$ cat src/rtl/irq_sense_pkg.sv
package irq_sense_pkg;
  localparam int unsigned IRQ_SRC_N = 6;
  localparam int unsigned IRQ_BUS_W = 8;
  localparam logic [IRQ_SRC_N-1:0] IRQ_VALID_DEF = 6'b110111;
endpackage

$ cat src/rtl/irq_edge_det.sv
module irq_edge_det #(
  parameter int unsigned N = 6
) (
  input  logic         clk_i,
  input  logic         rst_ni,
  input  logic [N-1:0] lvl_i,
  output logic [N-1:0] rise_o
);
  for (genvar g = 0; g < N; g++) begin : g_bit
    logic lvl_q;
    always_ff @(posedge clk_i or negedge rst_ni) begin
      if (!rst_ni) lvl_q <= 1'b0;
      else         lvl_q <= lvl_i[g];
    end
    assign rise_o[g] = lvl_i[g] & ~lvl_q;
  end
endmodule

$ cat src/rtl/irq_en_reg.sv
module irq_en_reg #(
  parameter int unsigned N      = 6,
  parameter int unsigned BUS_W  = 8,
  parameter logic [N-1:0] VALID = '1
) (
  input  logic             clk_i,
  input  logic             rst_ni,
  input  logic             wr_en_i,
  input  logic [BUS_W-1:0] wdata_i,
  output logic [N-1:0]     en_q_o,
  output logic [N-1:0]     en_d_o
);
  logic [BUS_W-1:0] unused_wdata;
  assign unused_wdata = wdata_i;

  // invalid positions can never hold an enable
  assign en_d_o = wr_en_i ? (wdata_i[N-1:0] & VALID) : en_q_o;

  always_ff @(posedge clk_i or negedge rst_ni) begin
    if (!rst_ni) en_q_o <= '0;
    else         en_q_o <= en_d_o;
  end
endmodule

$ cat src/rtl/irq_pend_bank.sv
module irq_pend_bank #(
  parameter int unsigned N = 6
) (
  input  logic         clk_i,
  input  logic         rst_ni,
  input  logic [N-1:0] rise_i,
  input  logic [N-1:0] en_q_i,
  input  logic [N-1:0] en_d_i,
  output logic [N-1:0] pend_o
);
  for (genvar g = 0; g < N; g++) begin : g_cell
    logic set_c;
    // edge counts only with the source enabled before and after this edge
    assign set_c = rise_i[g] & en_q_i[g];
    always_ff @(posedge clk_i or negedge rst_ni) begin
      if (!rst_ni) pend_o[g] <= 1'b0;
      else         pend_o[g] <= (pend_o[g] | set_c) & en_d_i[g];
    end
  end
endmodule

$ cat src/rtl/irq_status_view.sv
module irq_status_view #(
  parameter int unsigned N      = 6,
  parameter int unsigned BUS_W  = 8,
  parameter logic [N-1:0] VALID = '1
) (
  input  logic [N-1:0]     pend_i,
  output logic [BUS_W-1:0] rdata_o,
  output logic             irq_o
);
  localparam logic [BUS_W-1:0] VALID_EXT = BUS_W'(VALID);
  logic [BUS_W-1:0] pend_ext;

  assign pend_ext = BUS_W'(pend_i);
  assign rdata_o  = pend_ext & VALID_EXT;
  assign irq_o    = |rdata_o;
endmodule

$ cat src/rtl/irq_sense_reg.sv
module irq_sense_reg
  import irq_sense_pkg::*;
#(
  parameter int unsigned NUM_SRC          = IRQ_SRC_N,
  parameter int unsigned BUS_W            = IRQ_BUS_W,
  parameter logic [NUM_SRC-1:0] VALID_MASK = IRQ_VALID_DEF
) (
  input  logic               clk_i,
  input  logic               rst_ni,
  input  logic               wr_en_i,
  input  logic [BUS_W-1:0]   wdata_i,
  input  logic [NUM_SRC-1:0] src_i,
  output logic [BUS_W-1:0]   rdata_o,
  output logic               irq_o
);
  logic [NUM_SRC-1:0] rise, en_q, en_d, pend;

  irq_edge_det #(.N(NUM_SRC)) u_edge (
    .clk_i  (clk_i),
    .rst_ni (rst_ni),
    .lvl_i  (src_i),
    .rise_o (rise)
  );

  irq_en_reg #(.N(NUM_SRC), .BUS_W(BUS_W), .VALID(VALID_MASK)) u_en (
    .clk_i   (clk_i),
    .rst_ni  (rst_ni),
    .wr_en_i (wr_en_i),
    .wdata_i (wdata_i),
    .en_q_o  (en_q),
    .en_d_o  (en_d)
  );

  irq_pend_bank #(.N(NUM_SRC)) u_pend (
    .clk_i  (clk_i),
    .rst_ni (rst_ni),
    .rise_i (rise),
    .en_q_i (en_q),
    .en_d_i (en_d),
    .pend_o (pend)
  );

  irq_status_view #(.N(NUM_SRC), .BUS_W(BUS_W), .VALID(VALID_MASK)) u_view (
    .pend_i  (pend),
    .rdata_o (rdata_o),
    .irq_o   (irq_o)
  );
endmodule

$ cat config.mk
export PLATFORM = sky130hd
export DESIGN_NAME = irq_sense_reg
export DESIGN_NICKNAME = d
export VERILOG_FILES = /design/src/rtl/irq_sense_pkg.sv /design/src/rtl/irq_edge_det.sv /design/src/rtl/irq_en_reg.sv /design/src/rtl/irq_pend_bank.sv /design/src/rtl/irq_status_view.sv /design/src/rtl/irq_sense_reg.sv
export SDC_FILE = /design/constraint.sdc
export NUM_CORES = 1
export LEC_CHECK = 0
export CAP_MARGIN = 20
export CORE_MARGIN = 4
export CORE_UTILIZATION = 51
export DETAILED_ROUTE_END_ITERATION = 16
export DONT_BUFFER_PORTS = 1
export PLACE_DENSITY = 0.73
export SETUP_SLACK_MARGIN = 0.1
export SLEW_MARGIN = 20
export SYNTH_ARGS = -nofsm -noshare
export SYNTH_HDL_FRONTEND = slang
export SYNTH_SLANG_ARGS = --single-unit
export TNS_END_PERCENT = 10
$ cat constraint.sdc
create_clock -name clk_i -period 1 [get_ports clk_i]
set_input_delay 0 -clock clk_i [delete_from_list [all_inputs] [get_ports clk_i]]
set_output_delay 0 -clock clk_i [all_outputs]
set_load 0.01 [all_outputs]
### Word level (Yosys, flattened, before mapping)

Cells that the tools add are included.

* register bits: 15
* latch bits: 0
* memory bits (writable): 0
* memory bits (read-only): 0
* input port bits: 17
* output and inout port bits: 9
* word-level logic and storage cells: 38
* memories kept: 0

* add/subtract/negate cells: 0
* multipliers: 0
* divide/modulo/power cells: 0
* order comparisons: 0
* equal/unequal tests: 0
* shift operators: 0
* muxes and demuxes: 1
* bitwise gates (word level): 25
* reductions and logical operators: 1

Operators by type and width (number)
* AND 1 bit: 15
* 2-to-1 mux 6 bit: 1
* NOT 1 bit: 5
* OR 1 bit: 5
* OR reduction 5 bit: 1

### Longest topological paths before layout

Gate-level depths: netlist of the first run.

* depth in word-level cells: 5
* mapped depth: 4
* depth with buffers taken out: 2

### Hierarchy

From an unflattened synthesis of the first run, not the netlist that was laid out.

* cell total of the unflattened synthesis: 54
* area, all modules: 742.0 µm²

By module, submodules not included
* irq_edge_det: instances 1, cells an instance 12, area each 232.7 µm², sequential area each 150.1 µm²
* irq_pend_bank: instances 1, cells an instance 18, area each 217.7 µm², sequential area each 150.1 µm²
* irq_en_reg: instances 1, cells an instance 12, area each 215.2 µm², sequential area each 150.1 µm²
* irq_status_view: instances 1, cells an instance 12, area each 76.3 µm², sequential area each 0.0 µm²

### Least setup slack after synthesis of the first run

No wires, ideal clock.

* path kind: register -> register
* start: register u_pend.pend_o[1]
* end: register u_pend.pend_o[1]
* library setup time: 0.094 ns
* arrival: 0.671 ns
* data required time: 0.906 ns
* slack: 0.235 ns
* stages on the path, launching flop included: 3
* path buffers: 0
* clock period less this slack: 0.765 ns
* cells stage by stage: dfrtp_1 > inv_1 > a221oi_2

* longest elaborated chain between the ends: 2

RTL lines
* start: declaration: line irq_pend_bank.sv:9 `output logic [N-1:0] pend_o`
* start signal: indexed assignment: line irq_pend_bank.sv:17 `else pend_o[g] <= (pend_o[g] | set_c) & en_d_i[g];`
* OR 1 bit: line irq_pend_bank.sv:17
* AND 1 bit: line irq_pend_bank.sv:17

Every way passes these cells.

### Worst setup path in the final report of the first run

* start: register u_pend.pend_o[1]
* end: output irq_o

* longest elaborated chain between the ends: 1

RTL lines
* OR reduction 5 bit: line irq_status_view.sv:15 `assign irq_o = |rdata_o;`
* end: declaration: line irq_sense_reg.sv:14 `output logic irq_o`

Every way passes these cells.

==> impl_metrics.yaml, run 1 <==
setup_path:
  crit_fanout: 4
  cp_num_buf_inv: 0
  r2r_slack_ps: 180
  critPathTopFamily: "flip-flops"
  crit_arrival_ps: 1060
  cpPeakStageDelay_ps: 460
  critical_path.startpoint_type: "register"
  r2r-end: "u_pend.pend_o[4]$_DFF_PN0_"
  rr_worst_depth: 2
  critPathRequiredTime_ps: 1000
  worst_setup_path_end_kind: "primary output"
  r2r-start: "u_pend.pend_o[4]$_DFF_PN0_"
  slowest_stage: "dfrtp_2"
  path_cells: "nor3_2 > nand3_2"
  crit_type: "reg2out"
yosys:
  yosys.area.top_type: "dfrtp_1"
  async_flop_share: 1.000
  yosysSeqAreaShare: 0.5660
  yosys-top-cells-area: "dfrtp_1 57%, a221oi_2 11%, mux2_2 8.5%, inv_1 5.7%, nand2b_1 4.7%"
  ys_warn_count: 0
  synthTopCellsByCount: "15 x dfrtp_1, 10 x inv_1"
  ys_seq_elements: 15
  yosys.area_share.simple: 0.06226
  synthMuxAreaShare: 0.08491
  synth_fa_ha_area_frac: 0
  synth_area_um2: 663.1
  syn_avg_cell_area_um2: 12.51
  synthFlopType: "dfrtp_1"
  yosysMostFrequentCell: "dfrtp_1"
  synth_top_area_frac: 0.5660
  ys_types: 12
  synth-compound-area-share: 0.1509
  synth-edff-count: 0
  synthCells: 53
  synth_xor_area_frac: 0
  synth_top_family_by_area: "compound AO/OA/AOI/OAI gates"
clock_tree:
  cts_tree: "yes"
  cts_buffer_depth: 2
  htree_levels: 1
  clk_latency_ps: 270
  cts_buffers: 3
  cts_root_buffer: "clkbuf_4"
  cts.clk_slew.worst_paths_ps: 80
  cts_post_setup_buffers_inserted: 0
  cts_hold_buf: 11
  numClockSinks: 15
placed_design:
  port_buffers: 0
  place_hpwl_um: 735.4
  dpl_worst_slack_ps: 147.6
  gp_congestion: 0.6443
grt:
  grtUsageTotal: 0.1216
  grt_pass1_wl_um: 1656
  grt_pass1_vias: 365
  overflow: 0
  antenna_found_initial: 0
  grt_max_degree: 16
timing:
  rsz0062_at_grt: "true"
  setup_viol: 1
  max_slew_margin: 0.5784
  post-route-period-util: 1.065
  period_needed_ps: 1065
  tns_ps: -64.55
  skew_ps: 1.050
  finalWorstSetupSlack_ps: -64.55
  slew_viol_final: 0
  worst_pin_slew_ps: 630.3
  whs_ps: -210.0
  hold_viol: 10
  max_freq_mhz: 939.4
power_and_ir_drop:
  comb_power_share: 0.138
  switchingPower_w: 0.0002885
  total_power_w: 0.001185
  peakVddDrop_uv: 1052
  power_leakage_nw: 0.3511
  internal-power_w: 0.0008968
  p_seq_frac: 0.586
  power.density_nw_per_um2: 1487
  clkPwrFrac: 0.276
  swShare: 0.2434
die:
  die-area_um2: 1941
  die_h_um: 44.06
  num_rows: 12
  initial_core_util: 0.5662
  ios: 26
  fp.dieW_um: 44.06
  coreArea_um2: 1171
min_path:
  hold_start: "wr_en_i"
  hold_depth: 1
  min_path_type: "in2reg"
  min_to: "u_pend.pend_o[1]$_DFF_PN0_"
detailed_routing:
  ant_nets: 0
  vias: 396
  wl_per_cell_um: 12.90
  drtIter0Drc: 3
  drc: 0
  firstDrtPassIters: 2
  routed_via_density: 5.013
  totalWireLength_um: 1019
status:
  violations: "negative hold slack, negative setup slack"
  status: "finished, violations left"
finish:
  final_nets: 83
  drive_above_1_share: 0.3077
  antenna-diode-count: 0
  area_growth_pct: 20.19
  nFillCells: 99
  fin_util: 0.6806
flow_run:
  cap_violations: 0
routing by layer:
metal / wire, um / global-route usage
met1: 430 / 0.1455
met2: 471 / 0.1802
met3: 100 / 0.06504
met4: 17 / 0.05422
met5: 0 / 0
what timing repair did:
action                     4_1_cts  5_1_grt
hold endpoints to repair        30       10
gates resized for setup          4        3
setup endpoints to repair        1        4
pin swaps                        1        1
how the worst max path moves through the flow:
stage	to	cells after the start	slack, ps	from
6_report	irq_o	2	-60	u_pend.pend_o[1]$_DFF_PN0_
5_1_grt	irq_o	2	-130	u_pend.pend_o[1]$_DFF_PN0_
4_1_cts	irq_o	2	-90	u_pend.pend_o[1]$_DFF_PN0_
3_5_place_dp	u_pend.pend_o[2]$_DFF_PN0_	2	150	u_pend.pend_o[2]$_DFF_PN0_
3_3_place_gp	irq_o	2	180	u_pend.pend_o[1]$_DFF_PN0_
2_1_floorplan	u_pend.pend_o[1]$_DFF_PN0_	2	240	u_pend.pend_o[1]$_DFF_PN0_
cell type report:
| type | count | area, um^2 | share of cell area |
|---|---|---|---|
| well taps | 14 | 17.52 | 0.02198 |
| flip-flops and latches | 15 | 379.1 | 0.4757 |
| repair buffers | 11 | 110.1 | 0.1381 |
| inverters | 10 | 37.54 | 0.04710 |
| multi-input cells | 25 | 226.5 | 0.2841 |
| clock buffers | 4 | 26.28 | 0.03297 |
flip-flops by register name (all words and copies together), names as in the netlist:
name	count
u_edge.g_bit.lvl_q	5
u_en.en_q_o	5
u_pend.pend_o	5
worst register-to-register path: stages, from the launching register on:
cell and delay, ps:
dfrtp_2 430, inv_1 70, a221oi_2 240
power groups by stage:
stage / clock [W] / combinational (W) / sequential (W)
after floorplan: 0 / 0.000124 / 0.000695
after global placement: 0 / 0.000102 / 0.000702
after detailed placement: 0 / 0.000107 / 0.000703
after CTS: 0.000352 / 0.000163 / 0.000694
after global routing: 0.000385 / 0.000184 / 0.000701
final: 0.000327 / 0.000164 / 0.000694
layout by cell type (no fill, tap or decap):
master / instances
a21oi_1: 5
a221oi_2: 5
clkbuf_1: 1
clkbuf_4: 3
conb_1: 3
dfrtp_1: 12
dfrtp_2: 3
dlygate4sd3_1: 11
inv_1: 9
inv_2: 1
mux2_2: 5
nand2b_1: 4
nand2b_4: 1
nand3_2: 1
nor3_2: 1
kinds of logic (layout without fill, tap and decap cells):
family	Yosys count	count (layout)
other cells	1	3
mux	5	5
simple gates	7	7
buf+inv	15	25
flops	15	15
compound gates	10	10
metrics by stage:
step | instance area [um^2] | cells
6_report | 797.0 | 79
4_1_cts | 788.3 | 79
3_3_place_gp | 639.4 | 64
3_5_place_dp | 639.4 | 64
5_1_grt | 797.0 | 79
2_1_floorplan | 670.6 | 55
Note: power is estimated with default switching activity, not from simulation.
==> inputs of run 2 (changes only) <==
--- a/config.mk
+++ b/config.mk
@@ -5,12 +5,12 @@
 export SDC_FILE = /design/constraint.sdc
 export NUM_CORES = 1
 export LEC_CHECK = 0
+export BUFFER_PORTS_ARGS = -buffer_cell sky130_fd_sc_hd__buf_4
 export CAP_MARGIN = 20
 export CORE_MARGIN = 4
-export CORE_UTILIZATION = 51
+export CORE_UTILIZATION = 45
 export DETAILED_ROUTE_END_ITERATION = 16
-export DONT_BUFFER_PORTS = 1
-export PLACE_DENSITY = 0.73
+export PLACE_DENSITY = 0.82
 export SETUP_SLACK_MARGIN = 0.1
 export SLEW_MARGIN = 20
 export SYNTH_ARGS = -nofsm -noshare
==> impl_metrics.yaml, run 2 (synthesis results as in run 1) <==
setup_path:
  crit_arrival_ps: 1130
  crit_fanout: 2
  r2r_slack_ps: 130
  worst_setup_path_end_kind: "primary output"
  critPathRequiredTime_ps: 1000
  r2r-end: "u_pend.pend_o[1]$_DFF_PN0_"
  rr_worst_depth: 3
  crit_type: "reg2out"
  r2r-start: "u_pend.pend_o[1]$_DFF_PN0_"
  critical_path.startpoint_type: "register"
timing:
  period_needed_ps: 1132
  post-route-period-util: 1.132
  slew_viol_final: 0
  rsz0062_at_grt: "true"
  skew_ps: 1.655
  hold_viol: 0
  finalWorstSetupSlack_ps: -131.5
  max_freq_mhz: 883.8
  setup_viol: 1
die:
  coreArea_um2: 1350
  initial_core_util: 0.4912
  num_rows: 13
  fp.dieW_um: 46.39
  ios: 26
  die_h_um: 46.39
  die-area_um2: 2152
placed_design:
  port_buffers: 18
  gp_congestion: 0.6722
  place_hpwl_um: 877.3
  dpl_worst_slack_ps: 100.8
  dp_cells: 83
grt:
  grtUsageTotal: 0.1399
  antenna_found_initial: 0
  grt_pass1_wl_um: 2063
  grt_max_degree: 16
  overflow: 0
  grt_pass1_vias: 502
power_and_ir_drop:
  clkPwrFrac: 0.266
  switchingPower_w: 0.0003412
  internal-power_w: 0.0009567
  swShare: 0.2629
  power.density_nw_per_um2: 1385
  comb_power_share: 0.211
  peakVddDrop_uv: 768.0
  power_leakage_nw: 0.4497
  p_seq_frac: 0.523
min_path:
  hold_start: "wr_en_i"
  min_to: "u_pend.pend_o[0]$_DFF_PN0_"
  hold_depth: 2
  min_path_type: "in2reg"
finish:
  top_regs: "u_edge.g_bit.lvl_q x5, u_en.en_q_o x5, u_pend.pend_o x5"
  antenna-diode-count: 0
  drive_above_1_share: 0.4118
  final_common_cell: "buf_4"
  final_cell_mix: "19 x buf_4, 15 x dfrtp_1, 11 x dlygate4sd3_1"
  final_cells: 100
  area_growth_pct: 41.32
  final_nets: 103
clock_tree:
  cts_buffers: 3
  cts_buffer_depth: 2
  clk_latency_ps: 280
  htree_levels: 1
  cts_root_buffer: "clkbuf_4"
  cts.clk_slew.worst_paths_ps: 90
  numClockSinks: 15
  cts_tree: "yes"
detailed_routing:
  top_layer: "met3"
  vias: 482
  wl_met2_um: 690
  ant_nets: 0
  drtIter0Drc: 4
  route.met3.wl_um: 79
  totalWireLength_um: 1251
  wl_met1_um: 481
  drc: 0
  routed_via_density: 4.820
  firstDrtPassIters: 3
  wl_per_cell_um: 12.51
status:
  status: "finished, violations left"
  violations: "negative setup slack"
flow_run:
  cap_violations: 0
[run 2: cell types whose count changed in the layout (fill, tap and decap cells not counted)]
cell / previous run / this run
buf_4: 0 / 19
dfrtp_1: 12 / 15
dfrtp_2: 3 / 0
buf_6: 0 / 1
clkbuf_1: 1 / 0
clkinv_2: 0 / 1
inv_1: 9 / 10
inv_2: 1 / 0
nand2b_1: 4 / 5
nand2b_4: 1 / 0
nand3_1: 0 / 1
nand3_2: 1 / 0
[run 2: through the flow]
stage               hold WS (ps)  utilization  total power, W  setup TNS, ps  cell area, um^2
global placement          -140.0       0.5746       0.0009001              0            775.7
CTS                        34.29       0.6914        0.001312         -122.9            933.4
global route               50.64       0.6942        0.001379         -224.0            937.1
finish                     46.70       0.6942        0.001298         -131.5            937.1
floorplan                 -295.6            -       0.0008185              0            670.6
detailed placement        -135.6       0.5746       0.0009116              0            775.7
[run 2: power groups by stage]
stage | Combinational, W | Sequential (W) | Clock, W
3_3_place_gp | 0.000211 | 0.000689 | 0
6_report | 0.000273 | 0.000679 | 0.000346
4_1_cts | 0.000267 | 0.000679 | 0.000365
3_5_place_dp | 0.000218 | 0.000694 | 0
5_1_grt | 0.000304 | 0.000685 | 0.000390
2_1_floorplan | 0.000124 | 0.000695 | 0
[run 2: layout make-up]
type                       count  area [um^2]
tap                           15        18.77
timing repair buffer          31        264.0
fill                         100        412.9
clock inverter                 1        5.005
clock buffer                   3        22.52
multi-input combinational     25        214.0
sequential                    15        375.4
inverter                      10        37.54
[run 2: worst max-delay path by stage]
stage / start / endpoint / slack, ps / cells past startpoint
after global placement: u_pend.pend_o[1]$_DFF_PN0_ / irq_o / 150 / 3
after detailed placement: u_pend.pend_o[1]$_DFF_PN0_ / irq_o / 100 / 3
final: u_pend.pend_o[2]$_DFF_PN0_ / irq_o / -130 / 3
after floorplan: u_pend.pend_o[1]$_DFF_PN0_ / u_pend.pend_o[1]$_DFF_PN0_ / 240 / 2
after CTS: u_pend.pend_o[2]$_DFF_PN0_ / irq_o / -120 / 3
after global routing: u_pend.pend_o[2]$_DFF_PN0_ / irq_o / -220 / 3
[run 2: critical path: stages, from the launching register on]
cell     delay [ps]
dfrtp_1         400
nor3_2          190
nand3_1         120
buf_6           140
[run 2: routing by layer]
metal / vias up / track usage
li1: 233 / -
met2: 14 / 0.2473
met4: 0 / 0.06818
met3: 0 / 0.02734
met1: 235 / 0.1576
met5: - / 0
[run 2: what timing repair did]
action,CTS,global route
hold buffers,11,0
endpoints found under the hold margin,30,0
buffers inserted,2,0
setup endpoints to repair,1,4
gates cloned,0,0
gates resized for setup,1,1
pin swaps,2,0
